File: src/rtl/shamul_pkg.sv
`timescale 1ns/1ps
package shamul_pkg;
  typedef enum logic [0:0] {
    SEQ_IDLE = 1'b0,
    SEQ_RUN  = 1'b1
  } seq_t;
endpackage

File: src/rtl/shamul_operand_prep.sv
`timescale 1ns/1ps
module shamul_operand_prep #(
  parameter int WIDTH = 8
) (
  input  logic             signed_i,
  input  logic [WIDTH-1:0] mcand_i,
  input  logic [WIDTH-1:0] mplier_i,
  output logic [WIDTH-1:0] mcand_mag_o,
  output logic [WIDTH-1:0] mplier_mag_o,
  output logic             neg_o
);
  localparam int MAG_W = WIDTH - 1;

  // In sign-magnitude mode the sign bit is stripped and later re-applied.
  genvar i;
  generate
    for (i = 0; i < WIDTH; i++) begin : g_mag
      if (i < MAG_W) begin : g_low
        assign mcand_mag_o[i]  = mcand_i[i];
        assign mplier_mag_o[i] = mplier_i[i];
      end else begin : g_top
        assign mcand_mag_o[i]  = mcand_i[i]  & ~signed_i;
        assign mplier_mag_o[i] = mplier_i[i] & ~signed_i;
      end
    end
  endgenerate

  assign neg_o = signed_i & (mcand_i[WIDTH-1] ^ mplier_i[WIDTH-1]);
endmodule

File: src/rtl/shamul_ctrl.sv
`timescale 1ns/1ps
module shamul_ctrl
  import shamul_pkg::*;
#(
  parameter int WIDTH = 8
) (
  input  logic clk,
  input  logic rst_n,
  input  logic start_i,
  output logic load_o,
  output logic step_o,
  output logic busy_o,
  output logic done_o
);
  localparam int CNT_W = $clog2(WIDTH + 1);
  localparam logic [CNT_W-1:0] LAST = CNT_W'(WIDTH - 1);

  seq_t             state_q;
  logic [CNT_W-1:0] cnt_q;
  logic             done_q;

  assign busy_o = (state_q == SEQ_RUN);
  assign load_o = start_i && !busy_o;
  assign step_o = busy_o;
  assign done_o = done_q;

  always_ff @(posedge clk or negedge rst_n) begin
    if (!rst_n) begin
      state_q <= SEQ_IDLE;
      cnt_q   <= '0;
      done_q  <= 1'b0;
    end else begin
      done_q <= 1'b0;
      if (load_o) begin
        state_q <= SEQ_RUN;
        cnt_q   <= '0;
      end else if (busy_o) begin
        if (cnt_q == LAST) begin
          state_q <= SEQ_IDLE;
          done_q  <= 1'b1;
        end else begin
          cnt_q <= cnt_q + 1'b1;
        end
      end
    end
  end

  AST_START_TO_BUSY: assert property (@(posedge clk) disable iff (!rst_n)
    (start_i && !busy_o) |=> busy_o);
  AST_DONE_AFTER_BUSY: assert property (@(posedge clk) disable iff (!rst_n)
    $rose(done_o) |-> $past(busy_o));
  AST_DONE_SINGLE: assert property (@(posedge clk) disable iff (!rst_n)
    done_o |=> !done_o);
  AST_DONE_IDLE: assert property (@(posedge clk) disable iff (!rst_n)
    done_o |-> !busy_o);
endmodule

File: src/rtl/shamul_datapath.sv
`timescale 1ns/1ps
module shamul_datapath #(
  parameter int WIDTH = 8
) (
  input  logic               clk,
  input  logic               rst_n,
  input  logic               load_i,
  input  logic               step_i,
  input  logic               busy_i,
  input  logic               smode_i,
  input  logic               neg_i,
  input  logic [WIDTH-1:0]   mcand_i,
  input  logic [WIDTH-1:0]   mplier_i,
  output logic [2*WIDTH-1:0] product_o
);
  localparam int PW = 2 * WIDTH;

  logic [WIDTH-1:0] acc_q, mpl_q, mcd_q;
  logic             smode_q, neg_q;
  logic [WIDTH-1:0] addend;
  logic [WIDTH:0]   sum;

  // Partial product row: the multiplicand gated by the tested multiplier bit.
  genvar i;
  generate
    for (i = 0; i < WIDTH; i++) begin : g_gate
      assign addend[i] = mcd_q[i] & mpl_q[0];
    end
  endgenerate

  // The adder's carry becomes the new top bit of the accumulator on the shift.
  assign sum = {1'b0, acc_q} + {1'b0, addend};

  always_ff @(posedge clk or negedge rst_n) begin
    if (!rst_n) begin
      acc_q   <= '0;
      mpl_q   <= '0;
      mcd_q   <= '0;
      smode_q <= 1'b0;
      neg_q   <= 1'b0;
    end else if (load_i) begin
      acc_q   <= '0;
      mpl_q   <= mplier_i;
      mcd_q   <= mcand_i;
      smode_q <= smode_i;
      neg_q   <= neg_i;
    end else if (step_i) begin
      acc_q <= sum[WIDTH:1];
      mpl_q <= {sum[0], mpl_q[WIDTH-1:1]};
    end
  end

  always_comb begin
    product_o = {acc_q, mpl_q};
    if (smode_q) product_o[PW-1] = neg_q;
  end

  AST_ACC_CLEARED: assert property (@(posedge clk) disable iff (!rst_n)
    load_i |=> (acc_q == '0));
  AST_OPERAND_FROZEN: assert property (@(posedge clk) disable iff (!rst_n)
    busy_i |=> $stable(mcd_q));
  AST_PRODUCT_HELD: assert property (@(posedge clk) disable iff (!rst_n)
    (!busy_i && !load_i) |=> $stable(product_o));
endmodule

File: src/rtl/shift_add_mult.sv
`timescale 1ns/1ps
module shift_add_mult #(
  parameter int WIDTH = 8
) (
  input  logic               clk,
  input  logic               rst_n,
  input  logic               start_i,
  input  logic               signed_i,
  input  logic [WIDTH-1:0]   mcand_i,
  input  logic [WIDTH-1:0]   mplier_i,
  output logic               busy_o,
  output logic               done_o,
  output logic [2*WIDTH-1:0] product_o
);
  logic             load, step, neg;
  logic [WIDTH-1:0] mcand_mag, mplier_mag;

  shamul_operand_prep #(.WIDTH(WIDTH)) u_prep (
    .signed_i     (signed_i),
    .mcand_i      (mcand_i),
    .mplier_i     (mplier_i),
    .mcand_mag_o  (mcand_mag),
    .mplier_mag_o (mplier_mag),
    .neg_o        (neg)
  );

  shamul_ctrl #(.WIDTH(WIDTH)) u_ctrl (
    .clk     (clk),
    .rst_n   (rst_n),
    .start_i (start_i),
    .load_o  (load),
    .step_o  (step),
    .busy_o  (busy_o),
    .done_o  (done_o)
  );

  shamul_datapath #(.WIDTH(WIDTH)) u_dp (
    .clk       (clk),
    .rst_n     (rst_n),
    .load_i    (load),
    .step_i    (step),
    .busy_i    (busy_o),
    .smode_i   (signed_i),
    .neg_i     (neg),
    .mcand_i   (mcand_mag),
    .mplier_i  (mplier_mag),
    .product_o (product_o)
  );

  AST_BACK_TO_BACK: assert property (@(posedge clk) disable iff (!rst_n)
    (done_o && start_i) |=> (busy_o && !done_o));
endmodule

File: config.mk
export PLATFORM = sky130hd
export DESIGN_NAME = shift_add_mult
export DESIGN_NICKNAME = d
export VERILOG_FILES = /design/src/rtl/shamul_pkg.sv /design/src/rtl/shamul_operand_prep.sv /design/src/rtl/shamul_ctrl.sv /design/src/rtl/shamul_datapath.sv /design/src/rtl/shift_add_mult.sv
export SDC_FILE = /design/constraint.sdc
export NUM_CORES = 1
export LEC_CHECK = 0
export BUFFER_PORTS_ARGS = -buffer_cell sky130_fd_sc_hd__buf_2
export CAP_MARGIN = 20
export CORE_MARGIN = 3
export CORE_UTILIZATION = 45
export CTS_CLUSTER_DIAMETER = 80
export DETAILED_ROUTE_END_ITERATION = 10
export PLACE_DENSITY = 0.67
export SETUP_SLACK_MARGIN = 0.5
export SLEW_MARGIN = 20
export SYNTH_ARGS = -nofsm -noshare
export SYNTH_HDL_FRONTEND = slang
export SYNTH_HIERARCHICAL = 1
export SYNTH_SLANG_ARGS = --single-unit
File: constraint.sdc
create_clock -name clk -period 2.3 [get_ports clk]
set_clock_uncertainty 0.1 [all_clocks]
set_input_delay 0.46 -clock clk [delete_from_list [all_inputs] [get_ports clk]]
set_output_delay 0.46 -clock clk [all_outputs]
set_load 0.05 [all_outputs]
== Word level (Yosys, flattened, before mapping) ==
Index checks and enable logic that the tools add are counted.
W data, S select, Z words.

* Bits in registers: 32
* Logic and storage cells: 43
* Input port bits: 20
* Output and inout port bits: 18

* Bitwise gates (word level): 13
* Add/sub/neg operators: 2
* Mux-type cells: 14
* Reduce and logical (&&, ||, !) cells: 4
* Equality and inequality tests: 2

{| class="wikitable"
|+ Operators by type and width
! operator !! number
|-
| $mux W8 || 4
|-
| $mux W4 || 3
|-
| $and A1 B1 Y1 || 11
|-
| $add A8 B8 Y9 || 1
|-
| $mux W1 || 7
|-
| $add A4 B1 Y4 const B || 1
|-
| $eq A4 B3 Y1 const B || 1
|-
| $ne A2 B2 Y1 const B || 1
|-
| $reduce_and A2 Y1 || 1
|-
| $reduce_bool A2 Y1 || 1
|-
| $logic_and A1 B1 Y1 || 1
|-
| $logic_not A1 Y1 || 1
|-
| $not A1 Y1 || 1
|-
| $xor A1 B1 Y1 || 1
|}

== Longest topological paths before layout ==
* Word-level depth: 4
* Depth in mapped cells: 7
* Gate-level depth less buffers: 7

== Modules after synthesis ==
Netlist, hierarchy kept.

{| class="wikitable"
|+ By module, submodules not included
! module !! area each (um2) !! times used !! seq. area each (um2) !! cells each
|-
| shamul_datapath || 1522.7 || 1 || 650.6 || 142
|-
| shamul_ctrl || 287.8 || 1 || 150.1 || 29
|-
| shamul_operand_prep || 132.6 || 1 || 0.0 || 18
|}

== Least setup slack after synthesis ==
OpenSTA, ideal clock, no wires.

* Path kind: reg-to-reg
* From: register u_dp.mpl_q[0]
* To: register u_dp.acc_q[5]
* Setup slack: 0.146 ns
* Library setup time: 0.092 ns
* Data arrival time: 1.962 ns
* Data required time: 2.108 ns
* Stages on the path, launching flop included: 8
* Path buffers: 0
* Period minus slack after synthesis: 2.154 ns
* Cells stage by stage: dfrtp_1 -> and2_1 -> ha_1 -> fa_1 -> nand3_2 -> a31oi_2 -> o21a_1 -> o31ai_2

* Cells in the longest elaborated chain, start to end: 4
* Elaborated cells on any way between the ends: 10
* Those cells by class: add/sub: 1; mux: 2; bitwise: 7

{| class="wikitable"
|+ Ends and longest elaborated chain
! element !! line !! source
|-
| start, declared || shamul_datapath.sv:18 || <nowiki>logic [WIDTH-1:0] acc_q, mpl_q, mcd_q;</nowiki>
|-
| start signal, assigned || shamul_datapath.sv:43 || <nowiki>mpl_q <= mplier_i;</nowiki>
|-
| start signal, assigned || shamul_datapath.sv:49 || <nowiki>mpl_q <= {sum[0], mpl_q[WIDTH-1:1]};</nowiki>
|-
| $and A1 B1 Y1 || shamul_datapath.sv:27 || <nowiki>assign addend[i] = mcd_q[i] & mpl_q[0];</nowiki>
|-
| $add A8 B8 Y9 (*) || shamul_datapath.sv:32 || <nowiki>assign sum = {1'b0, acc_q} + {1'b0, addend};</nowiki>
|-
| $mux W8 (*) || shamul_datapath.sv:47 || <nowiki>end else if (step_i) begin</nowiki>
|-
| $mux W8 (*) || shamul_datapath.sv:41 || <nowiki>end else if (load_i) begin</nowiki>
|-
| end signal, assigned || shamul_datapath.sv:48 || <nowiki>acc_q <= sum[WIDTH:1];</nowiki>
|-
| end, declared || shamul_datapath.sv:18 ||
|}

Every way passes the cells marked *; elsewhere a longest branch is shown, timed or not. The select of a mux whose other input is x is not followed.
A chain may end at the register's enable or synchronous reset.

== Worst setup path after layout ==
* From: register u_dp.mpl_q[0]
* To: register u_dp.acc_q[4]

The elaborated chain is that of the path after synthesis.

==> results.md <==
- WL/cell: 14.5 µm
- Predominant post-synthesis flop cell: dfrtp_1
- Worst path cell trace: and2_4 > ha_4 > buf_4 > a211oi_4 > nor2_2 > o21ai_2 > mux2_4
- DIE AREA: just over 5000 µm²
- Syn Nets: between 200 and 250
- Synthesized area: just under 2000 µm²
- Status: finished, final reports clean
- Top cells by count, synth: dfrtp_1, buf_4, nand2_1
- H-tree Lvls: 2
- Final core occ: between 50% and 60%
- Delay-heaviest family, CP: flip-flops
- Final Slew Violations: 0
- Worst-Margin Slew: 0.700 ns
- Mean Syn Cell Area: approximately 10 µm²
- CTS Sinks: 32
- CTS Buf Count: 5
- Synth cell types: between 40 and 50
- Crit path DAT: approximately 2 ns
- Final period util: between 80% and 90%
- Setup TNS: 0 ns
- Clock-pin slew on the worst setup and hold paths: approximately 0.07 ns
- Hold Worst Slack: approximately 0.13 ns
- CP bufs+invs: 1
- Crit path launch type: flip-flop
- Share of cells above drive strength 1: approximately two fifths
- Largest area contributor in the netlist: dfrtp_1
- Synthesized flop and latch total: 32
- CTS tree: yes
- Mapped Cells: between 150 and 200
- Die height: between 70 and 80 µm
- Post-route DRC violation count: 0
- CP max stage delay: roughly 0.44 ns
- Largest net degree at the start of global routing: 33
- Diodes inserted: 0
- Worst-case clock buffer depth: 2
- DR pass1 iterations: 4
- Top-count cell post-synth: dfrtp_1
- Nets: 244
- Post-route ant nets: 0
- Setup CP Type: flip-flop to flip-flop
- Asr flop ratio synth: 100%
- Placed Area: ~2000 µm²
- I/O Buffers: 37
- Min Tclk post-route: 1.89 ns
- Core region area: approximately 4100 µm²
- Row count: 23
- Critical Path Sink Type: flip-flop
- Synth Warn #: 6
- Tot GR Track Use: roughly 16%
- Final setup viols: 0
- Reg2reg start: u_dp/mpl_q[0]
- Area grow syn2layout: 20.5%
- Worst-Skew Late Latency: roughly 0.28 ns
- Total gr overflow: 0
- Post-synth EDFFs: 0
- Via count: around 1400
- Die W: 71.7 µm
- Design Area, Final: 2340 µm²
- Routed Wire Length: roughly 3800 µm
- Peak supply drop: between 0.0008 and 0.0009 V
- # IOs: 38
- Reg2reg path depth: 7
- FILL cells: about 350
- Root Buffer: clkbuf_8
- Crit path required time: roughly 2.4 ns
- 1st-iter DRT viols: 49
- Power density over cell area: approximately 1600 nW/µm²
- Vias in the first global route: 1456
- Via/cell ratio: 5.24
- RSZ-0062 raised after global routing: true
- Detailed placement HPWL: about 2500 µm
- First-pass GRT wire length: 6640 µm
- Max-slew headroom: approximately 53%
- Gp weighted congestion: around 0.77
- Worst reg2reg setup slack: approximately 0.4 ns
- Share of the synthesized area in the top cell type: roughly two fifths
- Worst reg2reg path endpoint: u_dp/acc_q[4]
- Slowest stage cell, crit path: dfrtp_2
- Final Hold Viols: 0
- Max Cap Viol: 0
- Peak Freq: around 530 MHz
- Initial Util: 47.6%
- Top cells by area, synth: dfrtp_1, buf_4, ha_1
- Hold/Removal Path Class: input port to async pin
- LEAKAGE: between 1 and 1.5 nW
- Worst Path Max Fanout: 6
- Seq/Total Area, Yosys: roughly two fifths
- Initial antenna violation count: 0
[sequential cells by signal (all words and copies together) (netlist names)]
name and flops:
u_ctrl/done_o 1, u_dp/mcd_q 8, u_ctrl/busy_o 1, u_dp/smode_q 1, u_ctrl/cnt_q 4, u_dp/neg_q 1
u_dp/acc_q 8, u_dp/mpl_q 8
[layout by cell type, fill, tap and decap left out, types with 6 or more instances in the layout]
cell type  instances
ha_4               7
buf_2             37
o21ai_1            9
and2_1             7
dfrtp_1           30
buf_4              8
mux2_1             8
nor2_1             6
clkbuf_8           7
mux2i_1           11
nand2_1           20
[layer usage]
layer | vias to the layer above | global-route usage (%) | part of all wire [%]
met5 | - | 0 | 0
met1 | 668 | 20.9 | 44
li1 | 681 | - | -
met3 | 5 | 5.47 | 5.7
met2 | 34 | 26.7 | 50
met4 | 0 | 4.38 | 0.99
[where the power goes]
part / leakage, nW / internal, W / switching, W / total, W
Clock: 0.0515 / 0.000273 / 0.000206 / 0.000479
Sequential: 0.392 / 0.000837 / 0.000229 / 0.00107
Combinational: 0.642 / 0.000928 / 0.00136 / 0.00228
Total: 1.09 / 0.00204 / 0.00179 / 0.00383
[stage by stage]
stage          cells  power [W]  setup WS (ns)
5_1_grt          265    0.00412          0.344
3_5_place_dp     251    0.00295          0.373
3_3_place_gp     251    0.00293          0.405
6_report         265    0.00383          0.410
2_1_floorplan    189    0.00265          0.337
4_1_cts          264    0.00370          0.412
[worst max path at each step]
| stage | from | endpoint | cells past startpoint |
|---|---|---|---|
| floorplan | u_dp/mpl_q[0] | u_dp/acc_q[5] | 7 |
| finish | u_dp/mpl_q[0] | u_dp/acc_q[4] | 7 |
| detailed placement | u_dp/mpl_q[0] | u_dp/acc_q[5] | 7 |
| CTS | u_dp/mpl_q[0] | u_dp/acc_q[5] | 7 |
| global placement | u_dp/mpl_q[0] | u_dp/acc_q[5] | 7 |
| global route | u_dp/mpl_q[0] | u_dp/acc_q[5] | 7 |
[logic make-up (layout without fill, tap and decap cells)]
kind of cell	after synthesis	after routing	synth area share, %
AO/OA/AOI/OAI	35	35	12.4
XOR/XNOR	5	5	2.25
adder cells (fa/ha/maj)	10	10	6.83
buffers and inverters	31	57	10.6
flip-flops	32	32	41.2
multiplexers	23	23	12.8
AND/OR/NAND/NOR	53	53	13.9
[timing repair]
item	CTS	global route
gates resized for setup	14	11
gates cloned	0	0
setup buffers	5	1
hold buffers	0	0
pin swaps	9	2
endpoints found under the setup margin	5	9
[worst register-to-register path: stages (launching register included)]
cell and delay, ns:
dfrtp_2 0.44, and2_4 0.16, ha_4 0.16, buf_4 0.14, a211oi_4 0.22, nor2_2 0.08
o21ai_2 0.17, mux2_4 0.31
[layout make-up]
| cell class | instances | area (µm²) | area share, % |
|---|---|---|---|
| Tap cell | 50 | 62.6 | 2.67 |
| Inverter | 3 | 15.0 | 0.641 |
| Multi-Input combinational cell | 126 | 1100 | 47.2 |
| Timing Repair Buffer | 46 | 256 | 11.0 |
| Sequential cell | 32 | 803 | 34.3 |
| Clock buffer | 8 | 100 | 4.27 |
Note: power is estimated with default switching activity, not from simulation.
